==> src/rtl/adc_seq_pkg.sv <==
package adc_seq_pkg;
   typedef enum logic [2:0] {
      ST_IDLE  = 3'd0,
      ST_WRITE = 3'd1,
      ST_TRACK = 3'd2,
      ST_START = 3'd3,
      ST_CONV  = 3'd4,
      ST_READ  = 3'd5
   } seq_st_t;
endpackage

==> src/rtl/adc_eoc_edge.sv <==
module adc_eoc_edge #(
   parameter int STAGES = 2
) (
   input  logic clk,
   input  logic rst_n,
   input  logic eoc_n_i,
   output logic fall_o
);
   if (STAGES < 2) begin : g_bad_stages
      $error("adc_eoc_edge: STAGES must be at least 2");
   end

   // sync chain plus one extra flop for the edge compare
   logic [STAGES:0] sh;

   always_ff @(posedge clk or negedge rst_n) begin
      if (!rst_n) sh <= '1;
      else        sh <= {sh[STAGES-1:0], eoc_n_i};
   end

   assign fall_o = sh[STAGES] & ~sh[STAGES-1];
endmodule

==> src/rtl/adc_gap_timer.sv <==
module adc_gap_timer #(
   parameter int LIMIT     = 16,
   parameter bit INIT_DONE = 1'b0
) (
   input  logic clk,
   input  logic rst_n,
   input  logic clr_i,
   output logic done_o
);
   if (LIMIT < 1) begin : g_bad_limit
      $error("adc_gap_timer: LIMIT must be positive");
   end

   localparam int CW = $clog2(LIMIT + 1);
   localparam logic [CW-1:0] LIM = CW'(LIMIT);

   logic [CW-1:0] cnt;

   always_ff @(posedge clk or negedge rst_n) begin
      if (!rst_n)          cnt <= INIT_DONE ? LIM : '0;
      else if (clr_i)      cnt <= '0;
      else if (cnt != LIM) cnt <= cnt + 1'b1;
   end

   assign done_o = (cnt == LIM);
endmodule

==> src/rtl/adc_result_hold.sv <==
module adc_result_hold #(
   parameter int DATA_W = 12,
   parameter int CH_W   = 3
) (
   input  logic              clk,
   input  logic              rst_n,
   input  logic              load_i,
   input  logic [DATA_W-1:0] data_i,
   input  logic [CH_W-1:0]   chan_i,
   input  logic              ready_i,
   output logic              valid_o,
   output logic [DATA_W-1:0] data_o,
   output logic [CH_W-1:0]   chan_o
);
   always_ff @(posedge clk or negedge rst_n) begin
      if (!rst_n) begin
         valid_o <= 1'b0;
         data_o  <= '0;
         chan_o  <= '0;
      end else if (load_i) begin
         valid_o <= 1'b1;
         data_o  <= data_i;
         chan_o  <= chan_i;
      end else if (ready_i) begin
         valid_o <= 1'b0;
      end
   end
endmodule

==> src/rtl/adc_par_seq.sv <==
module adc_par_seq
   import adc_seq_pkg::*;
#(
   parameter int DATA_W       = 12,
   parameter int CH_W         = 3,
   parameter int LIST_LEN     = 4,
   parameter int WR_CYC       = 3,
   parameter int RD_CYC       = 3,
   parameter int CONV_CYC     = 200,
   parameter int ACQ_SLOW_CYC = 75,
   parameter int ACQ_FAST_CYC = 50,
   parameter bit FAST_TRACK   = 1'b0,
   parameter int GUARD_CYC    = 13,
   parameter int SYNC_STAGES  = 2,
   localparam int IDX_W       = (LIST_LEN > 1) ? $clog2(LIST_LEN) : 1
) (
   input  logic                     clk,
   input  logic                     rst_n,
   input  logic                     run,
   input  logic [LIST_LEN*CH_W-1:0] chan_list,
   input  logic [IDX_W-1:0]         list_last,
   output logic [CH_W-1:0]          adc_addr,
   output logic                     adc_wr_n,
   output logic                     adc_convst,
   input  logic                     adc_eoc_n,
   output logic                     adc_cs_n,
   output logic                     adc_rd_n,
   input  logic [DATA_W-1:0]        adc_db,
   output logic                     m_valid,
   input  logic                     m_ready,
   output logic [DATA_W-1:0]        m_data,
   output logic [CH_W-1:0]          m_chan,
   output logic                     err_timeout
);
   localparam int TIMEOUT_CYC = 2 * CONV_CYC;
   localparam int CNT_W       = $clog2(TIMEOUT_CYC + 1);
   localparam logic [CNT_W-1:0] WR_END  = CNT_W'(WR_CYC - 1);
   localparam logic [CNT_W-1:0] RD_END  = CNT_W'(RD_CYC - 1);
   localparam logic [CNT_W-1:0] TMO_END = CNT_W'(TIMEOUT_CYC - 1);
   localparam logic [IDX_W-1:0] LAST_SLOT = IDX_W'(LIST_LEN - 1);

   if (DATA_W < 1 || CH_W < 1 || LIST_LEN < 1) begin : g_bad_size
      $error("adc_par_seq: widths and list length must be positive");
   end
   if (WR_CYC < 1 || RD_CYC < 1 || CONV_CYC < 1 || GUARD_CYC < 1) begin : g_bad_time
      $error("adc_par_seq: interval parameters must be positive");
   end
   if (ACQ_SLOW_CYC < 1 || ACQ_FAST_CYC < 1) begin : g_bad_acq
      $error("adc_par_seq: acquisition intervals must be positive");
   end

   // unpack the channel list
   logic [CH_W-1:0] list_arr [LIST_LEN];
   for (genvar i = 0; i < LIST_LEN; i++) begin : g_list
      assign list_arr[i] = chan_list[i*CH_W +: CH_W];
   end

   seq_st_t          st;
   logic [CNT_W-1:0] cnt;
   logic [IDX_W-1:0] idx, sel_q, cur_idx, idx_nxt;
   logic [CH_W-1:0]  addr_q;
   logic             err_q;
   logic             eoc_fall, trk_done, gap_done, load;

   adc_eoc_edge #(.STAGES(SYNC_STAGES)) u_eoc (
      .clk(clk), .rst_n(rst_n), .eoc_n_i(adc_eoc_n), .fall_o(eoc_fall)
   );

   // acquisition variant chosen at elaboration
   if (FAST_TRACK) begin : g_trk
      adc_gap_timer #(.LIMIT(ACQ_FAST_CYC), .INIT_DONE(1'b0)) u_trk (
         .clk(clk), .rst_n(rst_n), .clr_i(eoc_fall), .done_o(trk_done)
      );
   end else begin : g_trk
      adc_gap_timer #(.LIMIT(ACQ_SLOW_CYC), .INIT_DONE(1'b0)) u_trk (
         .clk(clk), .rst_n(rst_n), .clr_i(eoc_fall), .done_o(trk_done)
      );
   end

   // read-to-start guard, satisfied out of reset
   adc_gap_timer #(.LIMIT(GUARD_CYC), .INIT_DONE(1'b1)) u_gap (
      .clk(clk), .rst_n(rst_n), .clr_i(st == ST_READ), .done_o(gap_done)
   );

   always_comb begin
      cur_idx = (idx > list_last || idx > LAST_SLOT) ? '0 : idx;
      idx_nxt = (sel_q >= list_last || sel_q == LAST_SLOT) ? '0 : sel_q + 1'b1;
   end

   assign load = (st == ST_READ) && (cnt == RD_END);

   always_ff @(posedge clk or negedge rst_n) begin
      if (!rst_n) begin
         st     <= ST_IDLE;
         cnt    <= '0;
         idx    <= '0;
         sel_q  <= '0;
         addr_q <= '0;
         err_q  <= 1'b0;
      end else begin
         err_q <= 1'b0;
         unique case (st)
            ST_IDLE: if (run) begin
               sel_q  <= cur_idx;
               addr_q <= list_arr[cur_idx];
               cnt    <= '0;
               st     <= ST_WRITE;
            end
            ST_WRITE: if (cnt == WR_END) begin
               cnt <= '0;
               st  <= ST_TRACK;
            end else begin
               cnt <= cnt + 1'b1;
            end
            ST_TRACK: if (trk_done && gap_done && !m_valid) st <= ST_START;
            ST_START: begin
               cnt <= '0;
               st  <= ST_CONV;
            end
            ST_CONV: if (eoc_fall) begin
               cnt <= '0;
               st  <= ST_READ;
            end else if (cnt == TMO_END) begin
               err_q <= 1'b1;
               st    <= ST_IDLE;
            end else begin
               cnt <= cnt + 1'b1;
            end
            ST_READ: if (cnt == RD_END) begin
               idx <= idx_nxt;
               st  <= ST_IDLE;
            end else begin
               cnt <= cnt + 1'b1;
            end
            default: st <= ST_IDLE;
         endcase
      end
   end

   adc_result_hold #(.DATA_W(DATA_W), .CH_W(CH_W)) u_out (
      .clk(clk), .rst_n(rst_n), .load_i(load), .data_i(adc_db), .chan_i(addr_q),
      .ready_i(m_ready), .valid_o(m_valid), .data_o(m_data), .chan_o(m_chan)
   );

   assign adc_addr    = addr_q;
   assign adc_wr_n    = (st != ST_WRITE);
   assign adc_convst  = (st == ST_START);
   assign adc_cs_n    = (st != ST_READ);
   assign adc_rd_n    = (st != ST_READ);
   assign err_timeout = err_q;
endmodule

==> config.mk <==
export PLATFORM = sky130hd
export DESIGN_NAME = adc_par_seq
export DESIGN_NICKNAME = d
export VERILOG_FILES = /design/src/rtl/adc_seq_pkg.sv /design/src/rtl/adc_eoc_edge.sv /design/src/rtl/adc_gap_timer.sv /design/src/rtl/adc_result_hold.sv /design/src/rtl/adc_par_seq.sv
export SDC_FILE = /design/constraint.sdc
export NUM_CORES = 1
export LEC_CHECK = 0
export BUFFER_PORTS_ARGS = -buffer_cell sky130_fd_sc_hd__buf_2
export CORE_MARGIN = 1.5
export CORE_UTILIZATION = 55
export CTS_CLUSTER_SIZE = 12
export DETAILED_ROUTE_END_ITERATION = 6
export MAX_ROUTING_LAYER = met4
export PLACE_DENSITY = 0.81
export SETUP_SLACK_MARGIN = 0.4
export SLEW_MARGIN = 25
export SYNTH_ARGS = -nofsm -noshare
export SYNTH_HDL_FRONTEND = slang
export SYNTH_SLANG_ARGS = --single-unit
==> constraint.sdc <==
create_clock -name clk -period 4.7 [get_ports clk]
set_clock_uncertainty 0.05 [all_clocks]
set_input_delay 0.235 -clock clk [delete_from_list [all_inputs] [get_ports clk]]
set_output_delay 0.235 -clock clk [all_outputs]
set_load 0.005 [all_outputs]
==> metrics.cfg <==
[logic_synthesis]
postSynth.asyncResetShare_pct=100
ys_seq_area_share_pct=49.2
syn_avg_cell_area_um2=10.7
synth.distinct_cells=48
mappedNetlistArea_um2=2560
ys_seq_elements=50
synth_ff_type=dfrtp_1
ys_warn_count=0
syn_nets=279
synth-edff-count=0
syn_inst=238

[detailed_routing]
detail-route-antenna-nets=0
postRouteWirelength_um=4690
drt_iter0_drc=93
first_pass_iters=4
vias=1883
drcViolationCount=0
vias_per_cell=5.47
routedWlPerCell_um=13.6

[global_routing]
grt_max_degree=51
grt.overflow.total=0
grtUsageTotal_pct=20.5
antenna_found_initial=0
grt_pass1_vias=1837
grt_first_pass_wirelength_um=8050

[worst_setup_path]
timing.rr.start=cnt[0]
arrival_ns=3.01
cp-end-kind=register
cp_slowest_cell=o2bb2ai_1
cp.required_ns=4.84
path_cells=inv_1 -> ha_1 -> or3b_2 -> o41a_2 -> o2bb2ai_1 -> nor2_1 -> mux2_2
crit_fanout=11
timing.rr.end=cnt[0]
worstRegToRegCells=7
r2r_slack_ns=1.83
start_kind=register
path_class=reg2reg
cp_slowest_stage_delay_ns=0.59

[final_layout]
drive_gt1_share_pct=31.5
design_area_um2=2940
multi_input_area_um2=1190
stdcell_count=344
diodes=0
syn_to_final_growth_pct=15.1
num-fill-cells=348
fin_nets=332
seq_area_um2=1260

[place]
dp_cells=334
place.gp.congestion=0.804
place_ws_ns=1.86
placed_cell_area_um2=2830
hpwlAfterDp_um=3460
io_buffer_count=54

[power]
seq_power_share_pct=43.7
ir_worst_vdd_uv=321
internal_power_uw=1070
p_sw_uw=618
leakage_uw=0.00146
combinationalPowerShare_pct=41.2
powerDensity_nw_per_um2=572
power_frac_clock_pct=15.1
sw_frac_of_total_pct=36.7

[worst_hold_path]
hold_path.class=in2reg
hold_path_end=u_out.valid_o
hold_start=m_ready
hold_depth=2

[floorplanning]
die_area_um2=5070
num_io_pins=55
die_w_um=71.2
row_count=24
design.core.area_um2=4410
die_h_um=71.2
start_util_pct=57.9

[sta]
finalMaxSlewViolations=0
fin_crit_ns=2.87
hold_viol_final=0
setup_slack_ns=1.83
period_share_pct=61.1
relSlewSlack_pct=33.1
clock.fmax_mhz=348
worst_pin_slew_ns=0.993
rsz0062_at_grt=no
finalSetupViolCount=0
finalSetupTns_ns=0
holdWs_ns=0.0820

[status]
status=complete, no violations

[clock_network]
cts_max_level=2
cts_tree=built
clk_latency_ns=0.30
cts-resized-gates=0
cts-root-buf=clkbuf_8
hold_buffers=2
cts_sinks=50
clk_pin_slew_ns=0.09
postCtsSetupBuffers=0
cts_buffers=5
clockBufferDepth=2

[job]
drv_cap=0

-- state kept, by name (all words and copies together), names as in the netlist --
name,cells
adc_addr,3
cnt,9
err_timeout,1
g_trk.u_trk.cnt,7
idx,2
sel_q,2
st,3
u_eoc.sh,3
u_gap.cnt,4
u_out.chan_o,3
u_out.data_o,12
u_out.valid_o,1
-- cells in the mapped netlist (2+ instances only) --
cell type	instances	share of area [%]
xor2_1	3	1.0
xnor2_1	4	1.4
a21oi_1	4	0.78
inv_1	10	1.5
a21o_1	6	1.8
and3_1	5	1.2
nand2b_1	8	2.0
and2_1	2	0.49
o2111ai_1	3	1.0
nor2b_1	3	0.73
or2_2	2	0.49
o21ai_0	11	2.2
nor2_1	23	3.4
o21bai_1	2	0.59
a31oi_1	4	0.98
a211oi_1	2	0.59
a22o_1	6	2.1
dfrtp_1	44	43
nand2_1	13	1.9
nand3_1	11	2.2
nor3b_1	2	0.59
ha_1	10	4.9
mux2_4	7	4.1
o31ai_1	2	0.59
mux2_2	9	4.0
nor3_1	6	1.2
dfstp_2	6	6.2
clkbuf_1	7	1.0
a21boi_0	4	1.2
-- metrics by stage --
step / total power (µW) / util, %
final: 1680 / 66.7
after global placement: 1410 / 64.1
after floorplan: 1220 / -
after CTS: 1700 / 66.7
after global routing: 1830 / 66.7
after detailed placement: 1430 / 64.1
-- cells by family (layout without fill, tap and decap cells) --
group / count (synthesis) / after routing / synth area share, %
adders and majority gates: 10 / 10 / 4.89
AOI/OAI and AO/OA: 50 / 50 / 14.0
muxes: 17 / 17 / 8.47
xor gates and xnor gates: 7 / 7 / 2.40
buffers and inverters: 21 / 75 / 4.21
and+or+nand+nor: 83 / 83 / 16.8
DFF: 50 / 50 / 49.2
-- worst max-delay path, delay by kind of cell (launching register included) --
kind / cells / cell delay, ns
compound gates: 2 / 0.98
simple gates: 2 / 0.76
flops: 1 / 0.42
mux: 1 / 0.34
fa+ha+maj: 1 / 0.13
buf+inv: 1 / 0.09
-- cell usage in the layout, fill, tap and decap left out, types with 5 or more instances in the layout --
cell type   n
buf_2      53
dfrtp_1    44
nor2_1     23
nand2_1    13
nand3_1    11
o21ai_0    11
inv_1      10
ha_1       10
mux2_2      9
nand2b_1    8
mux2_4      7
nor3_1      6
a21o_1      6
a22o_1      6
clkbuf_8    6
dfstp_2     6
and3_1      5
-- power by group through the flow --
stage / clock network, µW / logic (µW) / registers, µW
6_report: 254 / 694 / 736
5_1_grt: 280 / 779 / 766
4_1_cts: 262 / 700 / 736
3_5_place_dp: 0 / 695 / 740
3_3_place_gp: 0 / 674 / 732
2_1_floorplan: 0 / 522 / 698
-- cell type report --
class	count	share of cell area (%)
clock inverter	1	0.170
timing repair buffer	57	10.2
inverter	10	1.28
clock buffer	7	2.93
sequential	50	42.8
multi-input combinational	167	40.4
tap	52	2.21
-- worst max path at each step --
stage                       from               end  slack [ns]  cells past startpoint
after floorplan           cnt[0]  u_out.data_o[10]        2.27                      8
after global placement    cnt[0]            cnt[0]        1.92                      7
after detailed placement  cnt[0]            cnt[0]        1.86                      7
after CTS                 cnt[0]            cnt[0]        1.86                      7
after global routing      cnt[0]            cnt[0]        1.67                      7
final                     cnt[0]            cnt[0]        1.83                      7
-- metal layers --
| metal | track usage, % | up-vias | part of all wire [%] |
|---|---|---|---|
| li1 | - | 946 | - |
| met1 | 25.1 | 893 | 45 |
| met2 | 34.0 | 37 | 50 |
| met3 | 3.99 | 7 | 3.6 |
| met4 | 7.34 | 0 | 1.6 |
| met5 | - | - | 0 |
No activity file was read; power rests on OpenSTA's default activity.
